**src/rtl/adc_rd_pkg.sv**
```systemverilog
package adc_rd_pkg;

  localparam int LEAD_BITS  = 8;
  localparam int DATA_BITS  = 14;
  localparam int SUB_BITS   = 2;
  localparam int FRAME_BITS = LEAD_BITS + DATA_BITS + SUB_BITS;

  typedef enum logic [1:0] {
    ST_IDLE   = 2'd0,
    ST_ACTIVE = 2'd1,
    ST_GUARD  = 2'd2
  } rd_state_e;

  typedef struct packed {
    logic                 ferr;
    logic [DATA_BITS-1:0] sample;
    logic [SUB_BITS-1:0]  sub;
  } adc_result_t;

endpackage

```
**src/rtl/sclk_div.sv**
```systemverilog
module sclk_div #(
  parameter int DIV_HALF = 21
) (
  input  logic clk,
  input  logic rst_n,
  input  logic run,
  output logic sclk,
  output logic rise_tk,
  output logic fall_tk
);
  localparam int CW = (DIV_HALF > 1) ? $clog2(DIV_HALF) : 1;
  localparam logic [CW-1:0] CMAX = CW'(DIV_HALF - 1);

  logic [CW-1:0] cnt_q;
  logic          sclk_q;
  logic          tick;

  // The counter rests at zero while stopped, so no tick is possible then.
  assign tick    = (cnt_q == CMAX);
  assign rise_tk = tick && !sclk_q;
  assign fall_tk = tick && sclk_q;
  assign sclk    = sclk_q;

  always_ff @(posedge clk or negedge rst_n) begin
    if (!rst_n) begin
      cnt_q  <= '0;
      sclk_q <= 1'b0;
    end else if (!run) begin
      cnt_q  <= '0;
      sclk_q <= 1'b0;
    end else if (tick) begin
      cnt_q  <= '0;
      sclk_q <= !sclk_q;
    end else begin
      cnt_q  <= cnt_q + 1'b1;
    end
  end

  // a stopped divider leaves the serial clock low on the next cycle
  p_stop_low_r3: assert property (@(posedge clk) disable iff (!rst_n)
    !run |=> !sclk_q);

endmodule

```
**src/rtl/frame_shifter.sv**
```systemverilog
module frame_shifter #(
  parameter int NBITS = 24
) (
  input  logic                       clk,
  input  logic                       rst_n,
  input  logic                       clr,
  input  logic                       sample,
  input  logic                       bit_in,
  output logic [NBITS-1:0]           word,
  output logic [$clog2(NBITS+1)-1:0] nbits
);
  localparam int CW = $clog2(NBITS + 1);

  logic [NBITS-1:0] sh_q;
  logic [CW-1:0]    cnt_q;

  always_ff @(posedge clk or negedge rst_n) begin
    if (!rst_n) begin
      sh_q  <= '0;
      cnt_q <= '0;
    end else if (clr) begin
      sh_q  <= '0;
      cnt_q <= '0;
    end else if (sample) begin
      sh_q  <= {sh_q[NBITS-2:0], bit_in};
      cnt_q <= cnt_q + 1'b1;
    end
  end

  assign word  = sh_q;
  assign nbits = cnt_q;

  // never more than one frame of bits is captured
  p_bits_bounded_r4: assert property (@(posedge clk) disable iff (!rst_n)
    cnt_q <= CW'(NBITS));

  // a full count is not extended by another sample
  p_no_extra_r4: assert property (@(posedge clk) disable iff (!rst_n)
    (cnt_q == CW'(NBITS)) && !clr |=> cnt_q == CW'(NBITS));

endmodule

```
**src/rtl/guard_timer.sv**
```systemverilog
module guard_timer #(
  parameter int CYCLES = 10
) (
  input  logic clk,
  input  logic rst_n,
  input  logic load,
  output logic done
);
  localparam int GW = $clog2(CYCLES + 1);

  logic [GW-1:0] cnt_q;

  always_ff @(posedge clk or negedge rst_n) begin
    if (!rst_n)               cnt_q <= '0;
    else if (load)            cnt_q <= GW'(CYCLES - 1);
    else if (cnt_q != '0)     cnt_q <= cnt_q - 1'b1;
  end

  assign done = (cnt_q == '0);

  // a load always starts a fresh wait
  p_load_wait_r8: assert property (@(posedge clk) disable iff (!rst_n)
    load && (CYCLES > 1) |=> !done);

endmodule

```
**src/rtl/adc_frame_reader.sv**
```systemverilog
module adc_frame_reader
  import adc_rd_pkg::*;
#(
  parameter int DIV_HALF = 21,
  parameter int CLK_PS   = 5000,
  parameter int GUARD_NS = 50
) (
  input  logic                 clk,
  input  logic                 rst_n,
  input  logic                 start_i,
  input  logic                 abort_i,
  output logic                 busy_o,
  output logic                 spi_cs_n_o,
  output logic                 spi_sclk_o,
  input  logic                 spi_miso_i,
  output logic                 res_valid_o,
  input  logic                 res_ready_i,
  output logic [DATA_BITS-1:0] res_sample_o,
  output logic [SUB_BITS-1:0]  res_sub_o,
  output logic                 res_ferr_o
);
  localparam int GUARD_CYC = (GUARD_NS * 1000 + CLK_PS - 1) / CLK_PS;
  localparam int GUARD_EFF = (GUARD_CYC < 1) ? 1 : GUARD_CYC;
  localparam int CW        = $clog2(FRAME_BITS + 1);
  localparam int HW        = $clog2(GUARD_EFF + 2);

  rd_state_e st_q, st_d;
  logic      cs_n_q;
  logic      run, rise_tk, fall_tk, sclk;
  logic      accept, finish, kill;
  logic      guard_done;
  logic [FRAME_BITS-1:0] word;
  logic [CW-1:0]         nbits;
  adc_result_t           res_q;
  logic                  res_v_q;

  assign accept = (st_q == ST_IDLE) && start_i && !res_v_q;
  assign kill   = (st_q == ST_ACTIVE) && abort_i;
  assign finish = (st_q == ST_ACTIVE) && !abort_i && fall_tk &&
                  (nbits == CW'(FRAME_BITS));
  assign run    = (st_q == ST_ACTIVE) && !abort_i && !finish;

  sclk_div #(.DIV_HALF(DIV_HALF)) u_div (
    .clk     (clk),
    .rst_n   (rst_n),
    .run     (run),
    .sclk    (sclk),
    .rise_tk (rise_tk),
    .fall_tk (fall_tk)
  );

  frame_shifter #(.NBITS(FRAME_BITS)) u_shift (
    .clk    (clk),
    .rst_n  (rst_n),
    .clr    (accept),
    .sample ((st_q == ST_ACTIVE) && rise_tk && !abort_i),
    .bit_in (spi_miso_i),
    .word   (word),
    .nbits  (nbits)
  );

  guard_timer #(.CYCLES(GUARD_EFF)) u_guard (
    .clk   (clk),
    .rst_n (rst_n),
    .load  (kill || finish),
    .done  (guard_done)
  );

  always_comb begin
    st_d = st_q;
    unique case (st_q)
      ST_IDLE:   if (accept)         st_d = ST_ACTIVE;
      ST_ACTIVE: if (kill || finish) st_d = ST_GUARD;
      ST_GUARD:  if (guard_done)     st_d = ST_IDLE;
      default:                       st_d = ST_IDLE;
    endcase
  end

  always_ff @(posedge clk or negedge rst_n) begin
    if (!rst_n) begin
      st_q   <= ST_IDLE;
      cs_n_q <= 1'b1;
    end else begin
      st_q <= st_d;
      if (accept)              cs_n_q <= 1'b0;
      else if (kill || finish) cs_n_q <= 1'b1;
    end
  end

  always_ff @(posedge clk or negedge rst_n) begin
    if (!rst_n) begin
      res_q   <= '0;
      res_v_q <= 1'b0;
    end else if (finish) begin
      res_q.ferr   <= |word[FRAME_BITS-1 -: LEAD_BITS];
      res_q.sample <= word[SUB_BITS +: DATA_BITS];
      res_q.sub    <= word[SUB_BITS-1:0];
      res_v_q      <= 1'b1;
    end else if (res_v_q && res_ready_i) begin
      res_v_q <= 1'b0;
    end
  end

  assign busy_o       = (st_q != ST_IDLE);
  assign spi_cs_n_o   = cs_n_q;
  assign spi_sclk_o   = sclk;
  assign res_valid_o  = res_v_q;
  assign res_sample_o = res_q.sample;
  assign res_sub_o    = res_q.sub;
  assign res_ferr_o   = res_q.ferr;

  // Cycles select has been high, saturating; used only by the checks below.
  logic [HW-1:0] hi_cnt_q;
  always_ff @(posedge clk or negedge rst_n) begin
    if (!rst_n)                         hi_cnt_q <= HW'(GUARD_EFF);
    else if (!cs_n_q)                   hi_cnt_q <= '0;
    else if (hi_cnt_q < HW'(GUARD_EFF)) hi_cnt_q <= hi_cnt_q + 1'b1;
  end

  // serial clock is low whenever select is high
  p_sclk_idle_r3: assert property (@(posedge clk) disable iff (!rst_n)
    spi_cs_n_o |-> !spi_sclk_o);

  // select falls only after the full guard interval
  p_guard_r8: assert property (@(posedge clk) disable iff (!rst_n)
    $fell(spi_cs_n_o) |-> $past(hi_cnt_q) >= HW'(GUARD_EFF));

  // a stalled result holds still
  p_hold_r7: assert property (@(posedge clk) disable iff (!rst_n)
    res_valid_o && !res_ready_i |=> res_valid_o && $stable(res_sample_o) &&
      $stable(res_sub_o) && $stable(res_ferr_o));

  // no frame starts while a result waits
  p_no_start_pending_r7: assert property (@(posedge clk) disable iff (!rst_n)
    $fell(spi_cs_n_o) |-> !$past(res_valid_o));

  // abort releases the link on the next edge
  p_abort_r9: assert property (@(posedge clk) disable iff (!rst_n)
    abort_i && !spi_cs_n_o |=> spi_cs_n_o && !spi_sclk_o && !$rose(res_valid_o));

  // a result only follows a frame whose select rise ends it
  p_result_end_r4: assert property (@(posedge clk) disable iff (!rst_n)
    $rose(res_valid_o) |-> $rose(spi_cs_n_o));

endmodule

```
**config.mk**
```make
export PLATFORM = sky130hd
export DESIGN_NAME = adc_frame_reader
export DESIGN_NICKNAME = d
export VERILOG_FILES = /design/src/rtl/adc_rd_pkg.sv /design/src/rtl/sclk_div.sv /design/src/rtl/frame_shifter.sv /design/src/rtl/guard_timer.sv /design/src/rtl/adc_frame_reader.sv
export SDC_FILE = /design/constraint.sdc
export NUM_CORES = 1
export LEC_CHECK = 0
export BUFFER_PORTS_ARGS = -buffer_cell sky130_fd_sc_hd__buf_2
export CAP_MARGIN = 40
export CORE_UTILIZATION = 55
export CTS_BUF_LIST = sky130_fd_sc_hd__clkbuf_2
export DETAILED_ROUTE_END_ITERATION = 6
export PLACE_DENSITY = 0.78
export SYNTH_ARGS = -nofsm -noshare
export SYNTH_HDL_FRONTEND = slang
export SYNTH_SLANG_ARGS = --single-unit
export TNS_END_PERCENT = 20
```
**constraint.sdc**
```tcl
create_clock -name clk -period 1.7 [get_ports clk]
set_input_delay 0.34 -clock clk [delete_from_list [all_inputs] [get_ports clk]]
set_output_delay 0.34 -clock clk [all_outputs]
set_load 0.01 [all_outputs]
```
# Word level (Yosys, flattened, before mapping)
# Index checks and enable logic that the tools add are counted.
# totals
inputBits	6
output_inout_bits	21
ff_bits	60
wordCells	67
# op_classes
addsub	3
n_mux	18
eq_ne	8
n_reduce_logical	27
# ops
op	count
$mux 24	2
$mux 5	4
$logic_and 1x1->1	12
$add 5x1->5 const B	2
$eq 5x5->1 const B	2
$reduce_bool 2->1	5
$mux 4	2
$reduce_or 8->1	1
$mux 1	6
$mux 2	3
$ne 2x2->1 const B	3
$pmux 2 s3	1
$logic_not 1->1	4
$logic_not 4->1	1
$reduce_bool 4->1	1
$sub 4x1->4 const B	1
$reduce_and 3->1	1
$eq 2x1->1 const B	1
$eq 2x2->1 const B	1
$logic_not 2->1	1
$ne 2x1->1 const B	1
$logic_or 1x1->1	1

# Longest topological paths before layout
# Gate-level depths: netlist of the first run.
# logic_depth
depth_word	7
ltp_mapped	7

# By module
# Synthesis of the first run repeated with hierarchy kept, for this count alone.
# hier_totals
hier_cells	211
hier_area_um2	2712.6
# modules_own_cells
module	instances	area_per_inst_um2	cells_each
frame_shifter	1	1251.2	99
adc_frame_reader	1	929.6	61
sclk_div	1	311.5	30
guard_timer	1	220.2	21

# Worst setup path before layout of the first run
# Ideal clock, no wire load.
# synth_path
kind	register to register
startpoint	reg u_div.cnt_q[0]
endpoint	reg u_shift.sh_q[6] (netlist: u_shift.word[6])
n_path_buf	2
required_time_ps	1622
t_arrival_ps	1655
slack_ps	-33
setup_time_ps	78
path_stages_with_launch	8
path_cell_list	dfrtp_1 inv_1 ha_1 and4b_1 buf_1 buf_1 nand3_1 a21oi_1
# synth_via
elab_chain_len	5
# synth_lines
item	line	rtl
start: declaration	sclk_div.sv:14	logic [CW-1:0] cnt_q;
start signal: assignment	sclk_div.sv:35	cnt_q <= cnt_q + 1'b1;
$eq 5x5->1	sclk_div.sv:19	assign tick = (cnt_q == CMAX);
$logic_and 1x1->1	sclk_div.sv:20	assign rise_tk = tick && !sclk_q;
$logic_and 1x1->1 (2 in series)	adc_frame_reader.sv:56	.sample ((st_q == ST_ACTIVE) && rise_tk && !abort_i),
$reduce_bool 2->1 (no line)	-	
end signal: assignment	frame_shifter.sv:25	sh_q <= {sh_q[NBITS-2:0], bit_in};
end: declaration	frame_shifter.sv:14	logic [NBITS-1:0] sh_q;
# No other way between the ends.
# A chain may end at the register's enable or synchronous reset.

# Final worst setup path of the first run
# layout_path
startpoint	reg st_q[1]
endpoint	reg u_shift.cnt_q[3] (netlist: u_shift.nbits[3])
# layout_via
elab_chain_len	4
elab_cells_between_ends	8
cone_classes	eq/ne (1); mux (1); reduce/logical (6)
# layout_lines
item	line	rtl
start: declaration	adc_frame_reader.sv:27	rd_state_e st_q, st_d;
start signal: assignment	adc_frame_reader.sv:84	st_q <= st_d;
$eq 2x1->1 or $logic_not 2->1 (tied branches)	adc_frame_reader.sv:56, adc_frame_reader.sv:37	
$logic_and 1x1->1, on equally long branches (2 in series)	adc_frame_reader.sv:56, adc_frame_reader.sv:37	
$reduce_bool 2->1 (no line) or $mux 5 (tied branches)	-	
end signal: assignment	frame_shifter.sv:26	cnt_q <= cnt_q + 1'b1;
end: declaration	frame_shifter.sv:15	logic [CW-1:0] cnt_q;
# Several ways; a longest one is shown, not always the timed one.

==> flow_summary_export.csv, run 1 <==
group,metric,value,unit
setup_path,crit_fanout,5,
setup_path,r2r-start,"st_q[1]$_DFFE_PN0P_",
yosys,avgSynthCellArea,10.9,µm²
die,ios,27,
placement,post-place-ws,-0.0119,ns
pwr,ir_drop,0.000492,V
cts,h-tree-depth,3,
detailed_routing,drt_iter0_drc,112,
setup_path,crit_family,"simple AND/OR/NAND/NOR gates",
setup_path,required,2.08,ns
detailed_routing,drtAntennaViolNets,0,
finish,layout_commonest_cell,"dfrtp_1",
pwr,p_sw,970,µW
yosys,syn_area,2610,µm²
min_path,hp-class,"input pin to flop",
yosys,yosysSeqAreaShare,57.5,%
global_route,grt_pass1_wl,8.58,mm
timing,fin_crit,1.70,ns
cts,cts.path.max_buffers,2,
die,rows,24,
finish,drive_above_1_share,30.8,%
global_route,grt_max_degree,61,
placement,placedInstanceArea,2940,µm²
global_route,grt_overflow_total,0,
setup_path,slowest_delay,0.55,ns
run_status,violations,"negative setup slack",
pwr,p_leak,1.51,nW
timing,relSlewSlack,78.9,%
detailed_routing,dr.pass1.iters,7,
placement,numPortBuffers,26,
cts,cts_num_sinks,60,
die,die_y,70.9,µm
pwr,comb_power_share,25.3,%
yosys,synth_cell_types,38,
die,die-width,70.9,µm
yosys,synthMuxAreaShare,8.10,%
timing,setup_tns,-0.00205,ns
yosys,synthCells,239,
timing,rsz0062_at_grt,"yes",
yosys,synth-simple-area-share,17.7,%
timing,finalSetupViolations,1,
detailed_routing,via_per_inst,5.72,
flow_run,max-cap-violations,0,
detailed_routing,wl,4.90,mm
finish,finalNonFillerCells,341,
cts,clkTransAtPathRegs,0.14,ns
setup_path,crit_type,"flop to flop",
finish,final_util,69.2,%
min_path,hp-start,"res_ready_i",
pwr,swShare,31.8,%
detailed_routing,wl_per_cell,14.4,µm
timing,tightestPinTransition,0.316,ns
yosys,synth_compound_area_share,9.63,%
run_status,status,"finished, violations left",
detailed_routing,drcViolationCount,0,
placement,place.gp.congestion,0.732,
finish,final_cell_mix,"59 x dfrtp_1, 31 x nand3_1, 30 x o21ai_0",
pwr,p_seq_share,52.4,%
timing,fin_ws,-0.00205,ns
setup_path,crit_chain,"or4b_4 -> or4_1 -> a21oi_1",
yosys,ys_ff_latch,60,
setup_path,worstPathArrival,2.09,ns
timing,final_max_slew_viol_count,0,
global_route,antenna_found_initial,0,
cts,cts_root_buffer,"clkbuf_2",
cts,insertion_delay,0.46,ns
finish,final_net_count,296,
pwr,power.density,991,nW/µm²
die,initial_core_util,58.8,%
finish,diodes,0,
timing,hold_violations,0,
timing,timing.hold.ws,0.0800,ns
cts,cts_tree,"done",
pwr,p_int,2.08,mW
setup_path,cpMaxStageDelayCell,"or4b_4",
die,die_area,5030,µm²
timing,min_period_over_period,100,%
cts,cts_buffers,9,
global_route,grt_pass1_vias,1859,
global_route,grt_usage,22.2,%
setup_path,critical_path_buf_inv_count,0,
die,core,4440,µm²
timing,max_freq,588,MHz
setup_path,endpoint_kind,"flop",
finish,area_growth,17.7,%
yosys,synthAdderAreaFrac,2.40,%
finish,design_area,3070,µm²
setup_path,critical_path.startpoint_type,"flop",
detailed_routing,via_count,1949,
pwr,clkPwrFrac,22.3,%
finish,fillCellCount,334,
yosys,synth_top_family_by_area,"simple AND/OR/NAND/NOR gates",
timing,clock_skew,0.0190,ns
placement,dpl.hpwl,3.19,mm
setup_path,cp-startpoint,"st_q[1]$_DFFE_PN0P_",
yosys,yosys_warnings,0,
pwr,finalPower,3.05,mW
yosys,synthXorXnorAreaFrac,1.68,%
yosys,syn_nets,250,
placement,dp.cells,321,
-- power groups by stage --
stage | sequential (mW) | combinational, mW | clock [mW]
final | 1.60 | 0.771 | 0.680
after global placement | 1.63 | 0.694 | 0
after CTS | 1.60 | 0.752 | 0.697
after floorplan | 1.63 | 0.420 | 0
after detailed placement | 1.63 | 0.715 | 0
after global routing | 1.61 | 0.852 | 0.758
-- routing by layer --
layer	vias to the layer above	part of all wire, %	GRT usage (%)
met2	46	47	35.4
li1	942	-	-
met1	954	47	29.5
met4	0	1.4	10.0
met5	-	0	0
met3	7	4.3	4.84
-- worst register-to-register path, delay by kind of cell, from the launching register on --
kind	cells	cell delay, ns
flip-flops	1	0.44
AND/OR/NAND/NOR	2	1.06
AO/OA/AOI/OAI	1	0.13
-- state kept, by name, indices dropped and copies added (netlist names) --
register / flops
res_ferr_o: 1
u_div.cnt_q: 5
spi_cs_n_o: 1
u_div.sclk: 1
st_q: 2
u_shift.nbits: 5
res_sample_o: 14
u_shift.word: 24
u_guard.cnt_q: 4
res_valid_o: 1
res_sub_o: 2
-- synthesized netlist by cell type (all sizes together) --
library cell / instances / share of area, %
or3b: 1 / 0.34
mux2i: 2 / 0.77
mux2: 17 / 7.3
nand4b: 1 / 0.34
ha: 5 / 2.4
xor2: 2 / 0.67
nor3: 3 / 0.57
nand2b: 3 / 0.72
nand3: 31 / 5.9
a21o: 1 / 0.29
nand3b: 2 / 0.57
nor4: 2 / 0.48
inv: 8 / 1.2
a2bb2oi: 1 / 0.34
or4: 2 / 0.57
clkbuf: 9 / 1.3
buf: 3 / 0.48
or4b: 2 / 0.91
o221a: 1 / 0.43
a31oi: 1 / 0.24
xnor2: 3 / 1.0
a21oi: 9 / 1.7
nand4: 1 / 0.48
and4b: 2 / 0.77
nor3b: 2 / 0.77
o31ai: 3 / 0.86
nand2: 23 / 3.3
nor4b: 1 / 0.57
and3: 1 / 0.24
or2: 1 / 0.24
dfstp: 1 / 1.0
nor2: 6 / 0.86
o21ai: 30 / 5.7
dfrtp: 59 / 57
-- cell families after synthesis --
| group | after synthesis |
|---|---|
| compound gates | 46 |
| xor+xnor | 5 |
| fa+ha+maj | 5 |
| buf+inv | 20 |
| flops | 60 |
| mux | 19 |
| simple gates | 84 |
-- timing repair --
| action | CTS | global route |
|---|---|---|
| gates resized for setup | 2 | 2 |
| hold buffers | 1 | 0 |
| hold endpoints to repair | 59 | 0 |
| setup endpoints to repair | 3 | 23 |
| pin swaps | 0 | 3 |
| buffers inserted | 1 | 3 |
| cloned | 0 | 0 |
-- worst paths after layout --
kind                                           endpoint  cells after the start  slack (ns)
max in group asynchronous        spi_cs_n_o$_DFFE_PN1P_                      3        0.98
max                        u_shift.nbits[3]$_DFFE_PN0P_                      3      -0.002
min reg2reg                      spi_cs_n_o$_DFFE_PN1P_                      2        0.49
min in group asynchronous   u_shift.word[4]$_DFFE_PN0P_                      3        0.38
min                             res_valid_o$_DFFE_PN0P_                      2        0.08
max reg2reg                u_shift.nbits[3]$_DFFE_PN0P_                      3      -0.002
-- final cells by class --
type	count	area, µm²	area share, %
timing repair buffer	47	340	11.1
multi-input combinational	159	1060	34.4
sequential	60	1500	48.9
tap	52	65.1	2.12
clock buffer	10	50.0	1.63
inverter	8	30.0	0.977
clock inverter	5	30.0	0.977
(Power assumes the default switching activity.)
==> run 2: changes to the inputs <==
--- a/config.mk
+++ b/config.mk
@@ -5,7 +5,7 @@
 export SDC_FILE = /design/constraint.sdc
 export NUM_CORES = 1
 export LEC_CHECK = 0
-export BUFFER_PORTS_ARGS = -buffer_cell sky130_fd_sc_hd__buf_2
+export BUFFER_PORTS_ARGS = -buffer_cell sky130_fd_sc_hd__clkbuf_2
 export CAP_MARGIN = 40
 export CORE_UTILIZATION = 55
 export CTS_BUF_LIST = sky130_fd_sc_hd__clkbuf_2
==> flow_summary_export.csv, run 2 (synthesis gave the netlist of run 1 again) <==
group,metric,value,unit
min_path,hp-class,"input pin to flop",
run_status,violations,"negative setup slack",
global_route,grt_pass1_vias,1860,
die,ios,27,
setup_path,endpoint_kind,"flop",
detailed_routing,wl,5.19,mm
finish,drive_above_1_share,31.7,%
setup_path,crit_type,"flop to flop",
timing,relSlewSlack,78.4,%
detailed_routing,drtAntennaViolNets,0,
placement,numPortBuffers,26,
finish,design_area,3170,µm²
finish,layout_commonest_cell,"dfrtp_1",
pwr,finalPower,3.37,mW
setup_path,critical_path.startpoint_type,"flop",
timing,setup_tns,-0.0465,ns
cts,cts_tree,"done",
detailed_routing,dr.pass1.iters,6,
cts,cts_buffers,9,
finish,final_cell_mix,"59 x dfrtp_1, 36 x clkbuf_2, 31 x nand3_1",
pwr,p_leak,1.52,nW
setup_path,crit_fanout,6,
timing,min_period_over_period,101,%
cts,cts_root_buffer,"clkbuf_2",
global_route,use_met1,29.5,%
finish,largest_reg_flops,24,
finish,diodes,0,
finish,finalNonFillerCells,342,
timing,timing.hold.ws,0.0883,ns
die,die-width,70.9,µm
timing,clock_skew,0.0268,ns
setup_path,cpMaxStageDelayCell,"or4b_4",
die,die_area,5030,µm²
flow_run,max-cap-violations,0,
global_route,antenna_found_initial,0,
run_status,status,"finished, violations left",
detailed_routing,wl_per_cell,15.2,µm
finish,register_area,1500,µm²
finish,multi_input_area,1070,µm²
setup_path,worstPathArrival,2.13,ns
finish,final_util,71.4,%
setup_path,crit_chain,"buf_4 -> or4b_4 -> or4_4 -> a21oi_2",
cts,clkTransAtPathRegs,0.15,ns
finish,area_growth,21.5,%
cts,insertion_delay,0.47,ns
setup_path,required,2.11,ns
placement,dp.cells,321,
setup_path,slowest_delay,0.55,ns
detailed_routing,drcViolationCount,0,
detailed_routing,drt_iter0_drc,174,
timing,final_max_slew_viol_count,0,
cts,cts_num_sinks,60,
placement,dpl.hpwl,3.14,mm
pwr,ir_drop,0.000564,V
placement,placedInstanceArea,2940,µm²
global_route,grt_use_met3,4.70,%
detailed_routing,via_per_inst,5.76,
cts,cts.path.max_buffers,2,
finish,final_net_count,297,
timing,tightestPinTransition,0.324,ns
detailed_routing,via_count,1969,
timing,fin_ws,-0.0183,ns
timing,max_freq,582,MHz
pwr,power.density,1060,nW/µm²
global_route,grt_overflow_total,0,
timing,rsz0062_at_grt,"yes",
setup_path,rrSetupSlack,-0.02,ns
global_route,grt.busiest_layer,"met2",
die,initial_core_util,58.8,%
global_route,met2_usage,34.4,%
die,die_y,70.9,µm
timing,fin_crit,1.72,ns
placement,post-place-ws,0.0161,ns
global_route,grt_usage,22.3,%
cts,h-tree-depth,3,
global_route,grt_max_degree,61,
timing,finalSetupViolations,4,
global_route,grt_pass1_wl,8.54,mm
die,rows,24,
die,core,4440,µm²
timing,hold_violations,0,
placement,place.gp.congestion,0.768,
finish,fillCellCount,345,
[run 2: timing repair]
action / CTS / global route
pin swaps: 5 / 2
resized for setup: 4 / 8
cloned: 0 / 1
hold buffers: 1 / 0
endpoints found under the setup margin: 1 / 42
buffers inserted: 2 / 2
hold endpoints to repair: 59 / 0
[run 2: final timing paths]
check / start / end / depth (start not counted)
setup / recovery: st_q[1]$_DFFE_PN0P_ / u_shift.nbits[2]$_DFFE_PN0P_ / 4
hold / removal: res_ready_i / res_valid_o$_DFFE_PN0P_ / 2
setup reg to reg: st_q[1]$_DFFE_PN0P_ / u_shift.nbits[2]$_DFFE_PN0P_ / 4
hold reg to reg: spi_cs_n_o$_DFFE_PN1P_ / spi_cs_n_o$_DFFE_PN1P_ / 2
max in group asynchronous: rst_n / spi_cs_n_o$_DFFE_PN1P_ / 3
min in group asynchronous: rst_n / res_sample_o[3]$_DFFE_PN0P_ / 3
[run 2: final cells by class]
cell class              count  share of cell area (%)
multi-input cells         159                    33.9
flip-flops and latches     60                    47.4
repair buffers             48                    11.8
clock buffers              10                    1.58
clock inverters             5                    2.44
inverters                   8                   0.946
well taps                  52                    2.05
[run 2: power by group]
| group | internal (mW) | total (mW) | switching (mW) | leakage, nW |
|---|---|---|---|---|
| clock | 0.481 | 0.976 | 0.495 | 0.0778 |
| combinational | 0.379 | 0.784 | 0.406 | 0.615 |
| sequential | 1.53 | 1.61 | 0.0808 | 0.824 |
[run 2: critical path: cells and delay by family, from the launching register on]
kind | cells | cell delay [ns]
buffers and inverters | 1 | 0.15
AOI/OAI and AO/OA | 1 | 0.12
and+or+nand+nor | 2 | 0.99
DFF | 1 | 0.42
[run 2: layer usage]
| layer | vias to the layer above | wire, µm |
|---|---|---|
| met1 | 972 | 2510 |
| met2 | 43 | 2420 |
| li1 | 944 | - |
| met5 | - | 0 |
| met3 | 10 | 168 |
| met4 | 0 | 103 |
